$ cat config.mk
export PLATFORM = sky130hd
export DESIGN_NAME = qmove_exec
export DESIGN_NICKNAME = d
export VERILOG_FILES = /design/src/rtl/qmove_exec.sv
export SDC_FILE = /design/constraint.sdc
export NUM_CORES = 1
export LEC_CHECK = 0
export ABC_AREA = 1
export BUFFER_PORTS_ARGS = -buffer_cell sky130_fd_sc_hd__buf_2
export CAP_MARGIN = 20
export CORE_ASPECT_RATIO = 1.25
export CORE_MARGIN = 2
export CORE_UTILIZATION = 43
export CTS_CLUSTER_DIAMETER = 50
export CTS_CLUSTER_SIZE = 24
export DETAILED_ROUTE_END_ITERATION = 7
export PLACE_DENSITY = 0.81
export SYNTH_ARGS = -nofsm -noshare
export SYNTH_HDL_FRONTEND = slang
export SYNTH_SLANG_ARGS = --single-unit
$ cat constraint.sdc
create_clock -name clk -period 1.11 [get_ports clk]
set_input_delay 0 -clock clk [delete_from_list [all_inputs] [get_ports clk]]
set_output_delay 0 -clock clk [all_outputs]
set_load 0.05 [all_outputs]
$ cat src/rtl/qmove_exec.sv
module qmove_exec (
  input  logic        clk,
  input  logic        rst_n,
  input  logic        start,
  input  logic [1:0]  op_class,
  input  logic [1:0]  size,
  input  logic [15:0] opcode,
  input  logic [31:0] src,
  input  logic [31:0] dst_old,
  output logic [31:0] result,
  output logic        wr_en,
  output logic [2:0]  wr_idx,
  output logic        wr_addr,
  output logic        flag_n,
  output logic        flag_z,
  output logic        flag_v,
  output logic        flag_c,
  output logic        flag_we,
  output logic        done
);
  localparam logic [1:0] CL_QUICK = 2'd0;
  localparam logic [1:0] CL_PLAIN = 2'd1;
  localparam logic [1:0] CL_ADDR  = 2'd2;
  localparam logic [1:0] CL_RSV   = 2'd3;

  logic [31:0] nxt;
  logic        nn, nz;
  logic        sets_flags;
  logic [4:0]  unused_bits;

  assign unused_bits = {opcode[15:12], opcode[8]};
  assign sets_flags  = (op_class == CL_QUICK) || (op_class == CL_PLAIN);

  always_comb begin
    nxt = dst_old;
    nn  = 1'b0;
    nz  = 1'b0;
    case (op_class)
      CL_QUICK: begin
        nxt = {{24{opcode[7]}}, opcode[7:0]};
        nn  = opcode[7];
        nz  = (opcode[7:0] == 8'd0);
      end
      CL_PLAIN: begin
        case (size)
          2'd0: begin
            nxt = {dst_old[31:8], src[7:0]};
            nn  = src[7];
            nz  = (src[7:0] == 8'd0);
          end
          2'd1: begin
            nxt = {dst_old[31:16], src[15:0]};
            nn  = src[15];
            nz  = (src[15:0] == 16'd0);
          end
          default: begin
            nxt = src;
            nn  = src[31];
            nz  = (src == 32'd0);
          end
        endcase
      end
      CL_ADDR: nxt = size[1] ? src : {{16{src[15]}}, src[15:0]};
      default: nxt = dst_old;
    endcase
  end

  always_ff @(posedge clk) begin
    if (!rst_n) begin
      result  <= '0;
      wr_en   <= 1'b0;
      wr_idx  <= '0;
      wr_addr <= 1'b0;
      flag_n  <= 1'b0;
      flag_z  <= 1'b0;
      flag_v  <= 1'b0;
      flag_c  <= 1'b0;
      flag_we <= 1'b0;
      done    <= 1'b0;
    end else begin
      done    <= start;
      wr_en   <= start && (op_class != CL_RSV);
      flag_we <= start && sets_flags;
      if (start && op_class != CL_RSV) begin
        result  <= nxt;
        wr_idx  <= opcode[11:9];
        wr_addr <= (op_class == CL_ADDR);
      end
      if (start && sets_flags) begin
        flag_n <= nn;
        flag_z <= nz;
        flag_v <= 1'b0;
        flag_c <= 1'b0;
      end
    end
  end


  start_done_chk: assert property (@(posedge clk) disable iff (!rst_n)
    start |=> done);


  vc_clear_chk: assert property (@(posedge clk) disable iff (!rst_n)
    flag_we |-> (!flag_v && !flag_c));


  quick_sext_chk: assert property (@(posedge clk) disable iff (!rst_n)
    (start && op_class == CL_QUICK) |=>
      (result == {{24{$past(opcode[7])}}, $past(opcode[7:0])}) && !wr_addr);


  quick_zero_chk: assert property (@(posedge clk) disable iff (!rst_n)
    (start && op_class == CL_QUICK) |=> (flag_z == (result == 32'd0)));


  addr_flag_hold_chk: assert property (@(posedge clk) disable iff (!rst_n)
    (start && op_class == CL_ADDR) |=>
      (!flag_we && $stable(flag_n) && $stable(flag_z) && $stable(flag_v) && $stable(flag_c)));


  rsv_nowrite_chk: assert property (@(posedge clk) disable iff (!rst_n)
    (start && op_class == CL_RSV) |=> (done && !wr_en && !flag_we));
endmodule

* Yosys cells after proc, flatten, opt, wreduce, memory -nomap -nowiden
Cells that the tools add are included.
** Operators by class
- Equal/unequal tests :: 4
- Muxes and demuxes :: 7
- Reduce and logical (&&, ||, !) cells :: 9
** Operator list (count)
- $pmux 32 s3 :: 1
- $pmux 32 s2 :: 1
- $logic_not 32->1 :: 1
- $mux 32 :: 1
- $logic_not 16->1 :: 1
- $logic_not 8->1 :: 2
- $pmux 1 s2 :: 4
- $eq 2x1->1 const B :: 2
- $logic_not 2->1 :: 2
- $eq 2x2->1 const B :: 1
- $logic_and 1x1->1 :: 2
- $ne 2x2->1 const B :: 1
- $logic_or 1x1->1 :: 1
** Storage, ports and cells
- Bits in registers :: 41
- Input bits :: 87
- Output and inout bits :: 43
- Word-level logic and storage cells :: 28

* Longest topological paths before layout
- Depth after elaboration :: 3
- Mapped depth :: 8
- Depth with buffers taken out :: 7

* Worst setup path after synthesis
OpenSTA, ideal clock, no wires.
- Kind :: flip-flop to flip-flop
- From :: reg, netlist name result[10]
- To :: reg result[10]
- Setup time :: 0.074 ns
- Data arrival time :: 0.890 ns
- Data required time :: 1.036 ns
- Setup slack :: 0.146 ns
- Cell stages (with the launch flop) :: 3
- Path buffers :: 0
- Period minus slack after synthesis :: 0.964 ns
- Cells stage by stage :: dfxtp_1 o21ai_0 a31oi_1
** RTL lines
- to (signal assigned) :: RTL line 85 : result <= nxt;
- to (decl) :: RTL line 10 : output logic [31:0] result,

* Final worst setup path
- From :: in src[4]
- To :: reg flag_z
** Between the ends
- Word-level cells in the longest chain between the ends :: 3
- Elaborated cells on any way between the ends :: 5
- Classes of those cells :: 2 x mux; 3 x reduce/logical
** RTL lines
- from (decl) :: RTL line 8 : input logic [31:0] src,
- $logic_not 32->1 (tied with other cells) :: RTL line 59 : nz = (src == 32'd0);
- $pmux 1 s2 (*) :: RTL line 45 : case (size)
- $pmux 1 s2 (*) :: RTL line 38 : case (op_class)
- to (signal assigned) :: RTL line 91 : flag_z <= nz;
- to (decl) :: RTL line 15 : output logic flag_z,
Every way passes the cells marked *; elsewhere a longest branch is shown, timed or not.
A chain may end at the register's enable or synchronous reset.

==> impl_results.md <==
- HP Class: input port to flop
- Clock latency on the worst-skew pair: 0.29 ns
- Cells after synthesis: 308
- WL final: 6.93 mm
- Crit path cell chain: dlygate4sd3_1 > buf_2 > nor2_2 > and2_1 > nand3_1 > nor2_1 > nand2_1 > a21oi_2
- Vias/cell: 5.35
- Clock Skew: 0 ns
- Slew margin rel.: 0.603
- Port bufs: 114
- Slowest stage cell, crit path: dlygate4sd3_1
- CP max FO: 2
- Pwr Total: 4.08 mW
- Maximum VDD drop: 0.757 mV
- Number of CTS-inserted buffers: 5
- Die width: 66.0 µm
- Filler cells: 469
- NetSw: 1.38 mW
- Antenna-violating nets left: 0
- Max stage delay on crit path: 0.55 ns
- Max Cap Viol: 0
- Period utilization: 0.983
- Worst Path Arrival: 1.32 ns
- Final Hold Viols: 0
- FP Rows: 28
- Syn-to-layout area delta: 47.1%
- Post-Syn Area per Cell: 6.71 µm²
- Final non-filler cell total: 500
- Logic pwr share: 0.298
- First-pass GRT wire length: 10.6 mm
- Share of Yosys cell area claimed by the top area cell type: 0.397
- Setup slack after layout: 0.0192 ns
- Clk slew on worst S/H paths: 0.08 ns
- Num Clock Sinks: 41
- TritonCTS clock tree: yes
- Initial antenna violation count: 0
- Grt ovf: 0
- Pins over their slew limit: 0
- Number of global-route vias before repair: 2525
- Int Power: 2.70 mW
- Top Ports: 130
- Starting Density: 0.440
- CP Launch Type: input port
- NumNets Final: 526
- DR WL/cell: 13.9 µm
- Clk pwr share: 0.301
- Hpwl dp: 4.72 mm
- Sequential-to-total area share from yosys stat: 0.397
- WHS: 0.0106 ns
- Endpoint class of the critical path: flop
- Multi-input logic area: 1110 µm²
- Max Root-Sink Buffers: 2
- Die area: 5380 µm²
- Initial DRC count: 209
- Post-synth top area cell: dfxtp_1
- Htree depth: 2
- #FFs+latches synth: 41
- Leak: 1.50 nW
- EDFF count, synth: 0
- Top cells by area, synth: dfxtp_1, nor2_1, a21oi_1
- Post-synth top flop: dfxtp_1
- FFs w/ async S/R, synth: 0
- Largest net degree at the start of global routing: 30
- Ant diodes: 0
- Minimum clock period: 1.09 ns
- GPL Wtd Cong: 0.830
- Ys Warns: 0
- DRC viols: 0
- 1st-pass router iterations: 5
- Seq pwr share: 0.401
- Layout cell share with drive strength beyond 1: 0.323
- Clk root buf: clkbuf_8
- Worst Tran Pin Value: 0.594 ns
- Status: finished clean
- Vias post-DR: 2677
- FF+latch area: 821 µm²
- Cell Pwr Density: 1340 nW/µm²
- R2r setup slk: 0.41 ns
- Critical Path RT: 1.34 ns
- GRT Util Overall: 0.253
- Net Sw Frac: 0.338
- Setup bufs post-CTS: 0
- Die H: 81.5 µm
- Fmax: 917 MHz
- Core area: 4690 µm²
- # setup viols final: 0
- Dpl cells: 478
- Synthesized cell area: 2070 µm²
- Setup WS pre-CTS: -0.0822 ns
- Crit Path Class: input port to flop
- Yosys cell types: 22
-- layer usage --
metal  vias up  track usage  part of all wire  wire length (µm)
li1       1293            -                 -                 -
met1      1215        0.282              0.38              2630
met2       147        0.459              0.52              3570
met3        22       0.0507             0.071               489
met4         0        0.120             0.035               240
met5         -            0                 0                 0
-- layout make-up --
| cell class | count | share of cell area |
|---|---|---|
| flip-flops and latches | 41 | 0.270 |
| inverters | 13 | 0.0161 |
| multi-input cells | 236 | 0.365 |
| clock buffers | 7 | 0.0284 |
| clock inverters | 1 | 0.00988 |
| well taps | 60 | 0.0247 |
| repair buffers | 142 | 0.286 |
-- path summary, 6_finish.rpt --
kind / startpoint / to / cells after the start
setup / recovery: src[4] / flag_z / 8
hold / removal: rst_n / done / 3
setup reg to reg: result[9] / result[9] / 2
hold reg to reg: wr_idx[2] / wr_idx[2] / 2
-- per-stage QoR --
stage,TNS (ns),instance area [µm²],utilization
after floorplan,0,2070,-
after global placement,-0.174,2730,0.581
after detailed placement,-1.22,2730,0.581
after CTS,0,3050,0.651
after global routing,-0.0270,3040,0.647
final,0,3040,0.647
-- registers in the layout, summed over array words and instances, names as in the netlist --
| name | count |
|---|---|
| done | 1 |
| flag_n | 1 |
| flag_we | 1 |
| flag_z | 1 |
| result | 32 |
| wr_addr | 1 |
| wr_en | 1 |
| wr_idx | 3 |
-- kinds of logic (layout without fill, tap and decap cells) --
| family | Yosys count | in the layout | synth area share |
|---|---|---|---|
| compound gates | 104 | 104 | 0.270 |
| buf+inv | 32 | 163 | 0.0745 |
| simple gates | 130 | 130 | 0.257 |
| other cells | 1 | 2 | 0.00182 |
| flops | 41 | 41 | 0.397 |
-- what timing repair did --
action,CTS,global route
resized for setup,0,8
endpoints found under the hold margin,19,0
endpoints found under the setup margin,0,1
hold buffers,21,0
-- critical path, delay by kind of cell --
kind / cells / cell delay (ns)
AO/OA/AOI/OAI: 1 / 0.12
buffers and inverters: 2 / 0.70
AND/OR/NAND/NOR: 5 / 0.50
-- cells in the mapped netlist, types with 6 or more instances --
| library cell | instances |
|---|---|
| nand2_1 | 34 |
| o21ai_1 | 10 |
| clkbuf_1 | 6 |
| inv_1 | 10 |
| nor2_1 | 86 |
| o21ai_0 | 30 |
| buf_2 | 6 |
| a21oi_1 | 38 |
| dfxtp_1 | 41 |
| buf_4 | 7 |
| o22ai_1 | 15 |
| a31oi_1 | 9 |
-- power groups by stage --
| stage | clock, mW | combinational [mW] | sequential (mW) |
|---|---|---|---|
| after CTS | 1.26 | 1.21 | 1.64 |
| after detailed placement | 0 | 1.15 | 1.67 |
| after global placement | 0 | 1.13 | 1.67 |
| after global routing | 1.32 | 1.30 | 1.65 |
| after floorplan | 0 | 0.378 | 2.07 |
| final | 1.23 | 1.21 | 1.64 |
-- layout by cell type, fill, tap and decap left out, types with 5 or more instances in the layout --
master         netlist  routed
o21ai_1             10      10
dlygate4sd3_1        0      19
nor2_2               1       5
o21ai_0             30      30
clkbuf_8             0       6
nand2_1             34      34
o22ai_1             15      15
buf_2                6     107
nor2_1              86      82
dfxtp_1             41      41
a31oi_1              9       9
buf_4                7      13
a21oi_1             38      37
inv_1               10      10
Power figures use the tool's default switching activity.
